===== src/rtl/i2cm_pkg.sv =====
package i2cm_pkg;
  typedef enum logic [2:0] {
    ST_IDLE,
    ST_HOLD,
    ST_START,
    ST_BYTE,
    ST_STOP
  } i2cm_state_e;

  // bit 0 start, 1 stop, 2 tb, 3 nack, 4 ma
  typedef struct packed {
    logic ma;
    logic nack;
    logic tb;
    logic stop;
    logic start;
  } i2cm_cmd_t;
endpackage


===== src/rtl/i2cm_div.sv =====
module i2cm_div #(
  parameter int QTR_CLKS = 4
) (
  input  logic clk_i,
  input  logic rst_ni,
  input  logic run_i,
  output logic tick_o
);
  localparam int CW = $clog2(QTR_CLKS + 1);
  localparam logic [CW-1:0] LAST = CW'(QTR_CLKS - 1);

  logic [CW-1:0] cnt_q;

  always_ff @(posedge clk_i or negedge rst_ni) begin
    if (!rst_ni)            cnt_q <= '0;
    else if (!run_i)        cnt_q <= '0;
    else if (cnt_q == LAST) cnt_q <= '0;
    else                    cnt_q <= cnt_q + 1'b1;
  end

  assign tick_o = run_i && (cnt_q == LAST);
endmodule


===== src/rtl/i2cm_shreg.sv =====
module i2cm_shreg #(
  parameter int W = 8
) (
  input  logic         clk_i,
  input  logic         rst_ni,
  input  logic         load_i,
  input  logic [W-1:0] load_val_i,
  input  logic         shift_i,
  input  logic         bit_i,
  output logic         msb_o,
  output logic [W-1:0] val_o
);
  logic [W-1:0] sh_q;

  always_ff @(posedge clk_i or negedge rst_ni) begin
    if (!rst_ni)      sh_q <= '0;
    else if (load_i)  sh_q <= load_val_i;
    else if (shift_i) sh_q <= {sh_q[W-2:0], bit_i};
  end

  assign msb_o = sh_q[W-1];
  assign val_o = sh_q;
endmodule


===== src/rtl/i2cm_cmdreg.sv =====
module i2cm_cmdreg
  import i2cm_pkg::*;
(
  input  logic      clk_i,
  input  logic      rst_ni,
  input  logic      we_i,
  input  i2cm_cmd_t wdata_i,
  input  i2cm_cmd_t clr_i,
  output i2cm_cmd_t q_o
);
  i2cm_cmd_t q;
  i2cm_cmd_t set;

  // ones set the action bits, zeros are ignored; nack is plain storage
  always_comb begin
    set = we_i ? wdata_i : '0;
    set.nack = 1'b0;
  end

  always_ff @(posedge clk_i or negedge rst_ni) begin
    if (!rst_ni) begin
      q <= '0;
    end else begin
      q.start <= (q.start & ~clr_i.start) | set.start;
      q.stop  <= (q.stop  & ~clr_i.stop)  | set.stop;
      q.tb    <= (q.tb    & ~clr_i.tb)    | set.tb;
      q.ma    <= (q.ma    & ~clr_i.ma)    | set.ma;
      q.nack  <= we_i ? wdata_i.nack : (q.nack & ~clr_i.nack);
    end
  end

  assign q_o = q;
endmodule


===== src/rtl/i2c_byte_master.sv =====
module i2c_byte_master
  import i2cm_pkg::*;
#(
  parameter int QTR_CLKS = 4,
  parameter int BYTE_W   = 8
) (
  input  logic              clk_i,
  input  logic              rst_ni,
  input  logic              cmd_we_i,
  input  logic [4:0]        cmd_wdata_i,
  output logic [4:0]        cmd_rdata_o,
  input  logic [BYTE_W-1:0] tx_byte_i,
  output logic [BYTE_W-1:0] rx_byte_o,
  output logic              ack_nak_o,
  output logic              bus_err_o,
  input  logic              sda_i,
  output logic              scl_pd_o,
  output logic              sda_pd_o
);
  localparam int BCW = $clog2(BYTE_W + 2);
  localparam logic [BCW-1:0] ACK_BIT = BCW'(BYTE_W);

  i2cm_state_e state_q, state_d;
  i2cm_cmd_t   cmd_q, clr;
  logic [1:0]  qtr_q;
  logic [BCW-1:0] bit_q;
  logic rd_q, addr_ph_q, got_data_q, sda_hold_q, bit_pd_q, samp_q;
  logic ack_nak_q, bus_err_q;
  logic [BYTE_W-1:0] rx_q, sh_val;
  logic sh_msb, tick, run, tx_mode, cur_pd;
  logic err_set, err_clr, byte_go, start_done, bit_end, byte_end, qtr_end;

  assign run     = (state_q == ST_START) || (state_q == ST_BYTE) || (state_q == ST_STOP);
  assign qtr_end = tick && (qtr_q == 2'd3);
  assign tx_mode = addr_ph_q || !rd_q;

  i2cm_div #(.QTR_CLKS(QTR_CLKS)) u_div (
    .clk_i (clk_i),
    .rst_ni(rst_ni),
    .run_i (run),
    .tick_o(tick)
  );

  i2cm_cmdreg u_cmd (
    .clk_i  (clk_i),
    .rst_ni (rst_ni),
    .we_i   (cmd_we_i),
    .wdata_i(i2cm_cmd_t'(cmd_wdata_i)),
    .clr_i  (clr),
    .q_o    (cmd_q)
  );

  i2cm_shreg #(.W(BYTE_W)) u_sh (
    .clk_i     (clk_i),
    .rst_ni    (rst_ni),
    .load_i    (byte_go),
    .load_val_i(tx_byte_i),
    .shift_i   (bit_end && (bit_q != ACK_BIT)),
    .bit_i     (samp_q),
    .msb_o     (sh_msb),
    .val_o     (sh_val)
  );

  // pull-down wanted for the current bit from its second quarter on
  always_comb begin
    if (bit_q == ACK_BIT) cur_pd = tx_mode ? 1'b0 : ~cmd_q.nack;
    else                  cur_pd = tx_mode ? ~sh_msb : 1'b0;
  end

  always_comb begin
    state_d    = state_q;
    clr        = '0;
    err_set    = 1'b0;
    err_clr    = 1'b0;
    byte_go    = 1'b0;
    start_done = 1'b0;
    bit_end    = 1'b0;
    byte_end   = 1'b0;
    unique case (state_q)
      ST_IDLE: begin
        if (cmd_q.start) begin
          state_d = ST_START;
          err_clr = 1'b1;
        end else if (cmd_q.tb || cmd_q.ma || cmd_q.stop) begin
          err_set  = 1'b1;
          clr.tb   = 1'b1;
          clr.ma   = 1'b1;
          clr.stop = 1'b1;
        end
      end
      ST_HOLD: begin
        if (cmd_q.start) begin
          state_d = ST_START;
          err_clr = 1'b1;
        end else if (cmd_q.ma && !cmd_q.tb) begin
          if (rd_q && !got_data_q) begin
            err_set = 1'b1;
            clr.ma  = 1'b1;
          end else begin
            state_d = ST_STOP;
          end
        end else if (cmd_q.tb) begin
          state_d = ST_BYTE;
          byte_go = 1'b1;
        end
      end
      ST_START: begin
        if (qtr_end) begin
          state_d    = ST_HOLD;
          clr.start  = 1'b1;
          start_done = 1'b1;
        end
      end
      ST_BYTE: begin
        if (qtr_end) begin
          bit_end = 1'b1;
          if (bit_q == ACK_BIT) begin
            byte_end = 1'b1;
            clr.tb   = 1'b1;
            state_d  = (cmd_q.stop && !addr_ph_q) ? ST_STOP : ST_HOLD;
          end
        end
      end
      ST_STOP: begin
        if (qtr_end) begin
          state_d  = ST_IDLE;
          clr.stop = 1'b1;
          clr.ma   = 1'b1;
        end
      end
      default: state_d = ST_IDLE;
    endcase
  end

  always_ff @(posedge clk_i or negedge rst_ni) begin
    if (!rst_ni) begin
      state_q    <= ST_IDLE;
      qtr_q      <= '0;
      bit_q      <= '0;
      rd_q       <= 1'b0;
      addr_ph_q  <= 1'b0;
      got_data_q <= 1'b0;
      sda_hold_q <= 1'b0;
      bit_pd_q   <= 1'b0;
      samp_q     <= 1'b0;
      ack_nak_q  <= 1'b0;
      bus_err_q  <= 1'b0;
      rx_q       <= '0;
    end else begin
      state_q <= state_d;
      if (state_d != state_q) qtr_q <= '0;
      else if (tick)          qtr_q <= qtr_q + 1'b1;
      if (err_set)      bus_err_q <= 1'b1;
      else if (err_clr) bus_err_q <= 1'b0;
      if (start_done) begin
        addr_ph_q  <= 1'b1;
        got_data_q <= 1'b0;
        sda_hold_q <= 1'b1;
      end
      if (byte_go) begin
        bit_q    <= '0;
        bit_pd_q <= sda_hold_q;
        if (addr_ph_q) rd_q <= tx_byte_i[0];
      end
      if (state_q == ST_BYTE && tick && qtr_q == 2'd2) samp_q <= sda_i;
      if (bit_end) begin
        bit_q    <= bit_q + 1'b1;
        bit_pd_q <= cur_pd;
      end
      if (byte_end) begin
        sda_hold_q <= cur_pd;
        addr_ph_q  <= 1'b0;
        if (!addr_ph_q) got_data_q <= 1'b1;
        if (tx_mode) ack_nak_q <= samp_q;
        else         rx_q      <= sh_val;
      end
    end
  end

  always_comb begin
    unique case (state_q)
      ST_HOLD: begin
        scl_pd_o = 1'b1;
        sda_pd_o = sda_hold_q;
      end
      ST_START: begin
        scl_pd_o = (qtr_q == 2'd0);
        sda_pd_o = qtr_q[1];
      end
      ST_BYTE: begin
        scl_pd_o = ~qtr_q[1];
        sda_pd_o = (qtr_q == 2'd0) ? bit_pd_q : cur_pd;
      end
      ST_STOP: begin
        scl_pd_o = ~qtr_q[1];
        sda_pd_o = (qtr_q != 2'd3);
      end
      default: begin
        scl_pd_o = 1'b0;
        sda_pd_o = 1'b0;
      end
    endcase
  end

  assign cmd_rdata_o = cmd_q;
  assign rx_byte_o   = rx_q;
  assign ack_nak_o   = ack_nak_q;
  assign bus_err_o   = bus_err_q;
endmodule


===== config.mk =====
export PLATFORM = sky130hd
export DESIGN_NAME = i2c_byte_master
export DESIGN_NICKNAME = d
export VERILOG_FILES = /design/src/rtl/i2cm_pkg.sv /design/src/rtl/i2cm_div.sv /design/src/rtl/i2cm_shreg.sv /design/src/rtl/i2cm_cmdreg.sv /design/src/rtl/i2c_byte_master.sv
export SDC_FILE = /design/constraint.sdc
export NUM_CORES = 1
export LEC_CHECK = 0
export ABC_AREA = 1
export ABC_CLOCK_PERIOD_IN_PS = 6100
export BUFFER_PORTS_ARGS = -buffer_cell sky130_fd_sc_hd__buf_2
export CAP_MARGIN = 20
export CORE_UTILIZATION = 42
export DETAILED_ROUTE_END_ITERATION = 7
export SKIP_CTS_REPAIR_TIMING = 1
export SYNTH_ARGS = -nofsm -noshare
export SYNTH_HDL_FRONTEND = slang
export SYNTH_HIERARCHICAL = 1
export SYNTH_SLANG_ARGS = --single-unit
export TNS_END_PERCENT = 100

===== constraint.sdc =====
create_clock -name clk_i -period 6.1 [get_ports clk_i]
set_input_delay 0.305 -clock clk_i [delete_from_list [all_inputs] [get_ports clk_i]]
set_output_delay 0.305 -clock clk_i [all_outputs]
set_load 0.02 [all_outputs]

==> flow_summary.json <==
{
  "power_uw": 744,
  "die_area_sq_um": 5330,
  "wl_per_cell_um": 12.0,
  "die_h_um": 73.0,
  "globalplace.congestion": 0.885,
  "slew_headroom_pct": 35.3,
  "crit_path_end_kind": "flip-flop",
  "wl_met1_um": 2090,
  "grt_pass1_vias": 1650,
  "layout-drive-gt1-share_pct": 24.6,
  "numPortBuffers": 33,
  "numCtsBuffers": 5,
  "crit_arrival_ns": 2.73,
  "fin_setup_tns_ns": 0,
  "worst_setup_hold_path_clk_slew_ns": 0.08,
  "fmax_mhz": 390,
  "yosysWarnings": 6,
  "syn_to_final_growth_pct": 16.8,
  "slew_violations": 0,
  "yosysSeqAreaShare_pct": 48.4,
  "path_max_fanout": 9,
  "synth_nets": 270,
  "rsz0062_at_grt": "no",
  "period_share_pct": 42.0,
  "hpwlAfterDp_um": 3180,
  "synthArstFlopShare_pct": 100,
  "first_pass_iters": 4,
  "die_x_um": 73.0,
  "synth_top_area_share_pct": 48.4,
  "wirelength_um": 4240,
  "cts.sinks": 41,
  "outcome": "finished, final reports clean",
  "globalRouteTotalUtil_pct": 18.0,
  "start_util_pct": 44.3,
  "wl_met2_um": 1970,
  "crit_top_cell": "nand2_1",
  "htree_levels": 2,
  "antenna_cells": 0,
  "cts_root_buf": "clkbuf_8",
  "leakage_uw": 0.00129,
  "tightest_slew_ns": 0.967,
  "critPathMaxStageDelay_ns": 0.53,
  "synth_cell_types": 29,
  "hp-class": "input port to asynchronous set/reset pin",
  "yosys.area.top_type": "dfrtp_1",
  "cts_tree": "built",
  "synth.most_common_cell": "nand2_1",
  "nNetsFinal": 307,
  "whs_ns": 0.148,
  "critPathLaunchType": "flip-flop",
  "top_layer": "met4",
  "finClkSkew_ns": 0.00853,
  "synth_commonest_cells": "59 x nand2_1, 41 x dfrtp_1, 29 x inv_1, 24 x nand3_1, 23 x nor2_1",
  "synth_cells": 247,
  "n_fill_cell": 454,
  "setup_viol": 0,
  "cap_violations": 0,
  "antenna_found_initial": 0,
  "synth_edf_count": 0,
  "grt_max_degree": 42,
  "clk_latency_ns": 0.29,
  "vias_per_cell": 4.86,
  "synth_area_leaders": "dfrtp_1 48%, nand2_1 10%, nand3_1 5.7%, inv_1 5.1%, mux2_2 4.3%",
  "drt-initial-drc-count": 73,
  "synth_top_flop_cell": "dfrtp_1",
  "p_per_area_nw_per_um2": 301,
  "ys_ff_latch": 41,
  "required_ns": 6.27,
  "cp_cell_sequence": "nor2_1 -> nand2_1 -> nand2_1 -> inv_1 -> nor2_1 -> nand2_2 -> inv_1 -> nand2_1 -> nor2_1 -> nor2_4 -> nand2_1 -> nand3_1",
  "slowest_stage": "nor2_1",
  "ir_worst_vdd_uv": 184,
  "wl_met3_um": 136,
  "dr_total_vias": 1712,
  "fin_crit_ns": 2.56,
  "core_area_sq_um": 4790,
  "io_pins": 34,
  "rows": 25,
  "synthesis.area_sq_um": 2120,
  "grt_pass1_wl_um": 7360,
  "hold_viol": 0,
  "syn_avg_cell_area_sq_um": 8.58,
  "ant_nets": 0,
  "grt.overflow.total": 0,
  "drc_errors": 0,
  "critPathKind": "flip-flop to flip-flop",
  "ctsLongestPathBuffers": 2
}
-- cell type report --
cell class	instances	area, sq um	share of cell area, %
Sequential cell	41	1030	41.5
Multi-Input combinational cell	170	942	38.1
Timing Repair Buffer	33	165	6.67
Inverter	33	124	5.01
Tap cell	67	83.8	3.39
Clock buffer	5	68.8	2.78
Clock inverter	3	65.1	2.63
-- path summary, 6_finish.rpt --
path                                              to  cells past startpoint                      from  slack, ns
max                        u_sh/val_o[7]$_DFFE_PN0P_                     12      state_q[1]$_DFF_PN0_       3.54
min                         rx_byte_o[5]$_DFFE_PN0P_                      1                    rst_ni       0.15
max reg2reg                u_sh/val_o[7]$_DFFE_PN0P_                     12      state_q[1]$_DFF_PN0_       3.54
min reg2reg                 rx_byte_o[5]$_DFFE_PN0P_                      1  rx_byte_o[5]$_DFFE_PN0P_       0.50
max in group asynchronous     sda_hold_q$_DFFE_PN0P_                      1                    rst_ni       5.39
min in group clk_i            u_cmd/q_o[2]$_DFF_PN0_                      3            cmd_wdata_i[2]       0.22
-- metrics by stage --
stage	area (sq um)	util [%]	setup slack [ns]	cells
after detailed placement	2340	48.9	3.56	344
final	2470	51.7	3.54	352
after CTS	2470	51.7	3.53	352
after global placement	2340	48.9	3.68	344
after floorplan	2120	-	4.16	247
after global routing	2470	51.7	3.22	352
-- flip-flops by register name, summed over array words and instances, names as in the netlist, 2 cells and up --
register,flops
qtr_q,2
state_q,3
rx_byte_o,8
bit_q,4
u_cmd/q_o,5
u_sh/val_o,8
u_div/cnt_q,3
-- where the power goes --
part / internal (uW) / switching, uW / leakage (uW)
Clock: 163 / 92.7 / 0.0000681
Sequential: 304 / 23.9 / 0.000505
Combinational: 60.9 / 101 / 0.000722
Total: 527 / 217 / 0.00129
-- metal layers --
layer	GRT usage, %	up-vias
li1	-	867
met1	24.3	806
met2	28.5	34
met3	4.42	5
met4	5.66	0
met5	0	-
-- cells in the final DEF (no fill, tap or decap), drive strengths merged --
master / synthesis / final
a21oi: 6 / 6
buf: 3 / 33
bufinv: 0 / 2
clkbuf: 0 / 5
clkinv: 0 / 1
conb: 1 / 1
dfrtp: 41 / 41
ha: 6 / 6
inv: 33 / 33
mux2: 8 / 8
nand2: 62 / 62
nand3: 28 / 28
nand4: 3 / 3
nor2: 27 / 27
nor3: 3 / 3
o211ai: 2 / 2
o21ai: 16 / 16
o22ai: 3 / 3
o31ai: 1 / 1
or2: 2 / 2
xnor2: 2 / 2
-- critical path: cells and delay by family (launching register included) --
family,cells,cell delay [ns]
buffers and inverters,2,0.19
and+or+nand+nor,10,1.82
DFF,1,0.44
-- logic make-up after synthesis --
group                    synth area share [%]
AND/OR/NAND/NOR                          27.6
flip-flops                               48.4
buffers and inverters                    7.09
AO/OA/AOI/OAI                            8.03
multiplexers                             4.25
adder cells (fa/ha/maj)                  3.54
XOR/XNOR                                0.827
other                                   0.177
No activity file was read; power rests on OpenSTA's default activity.
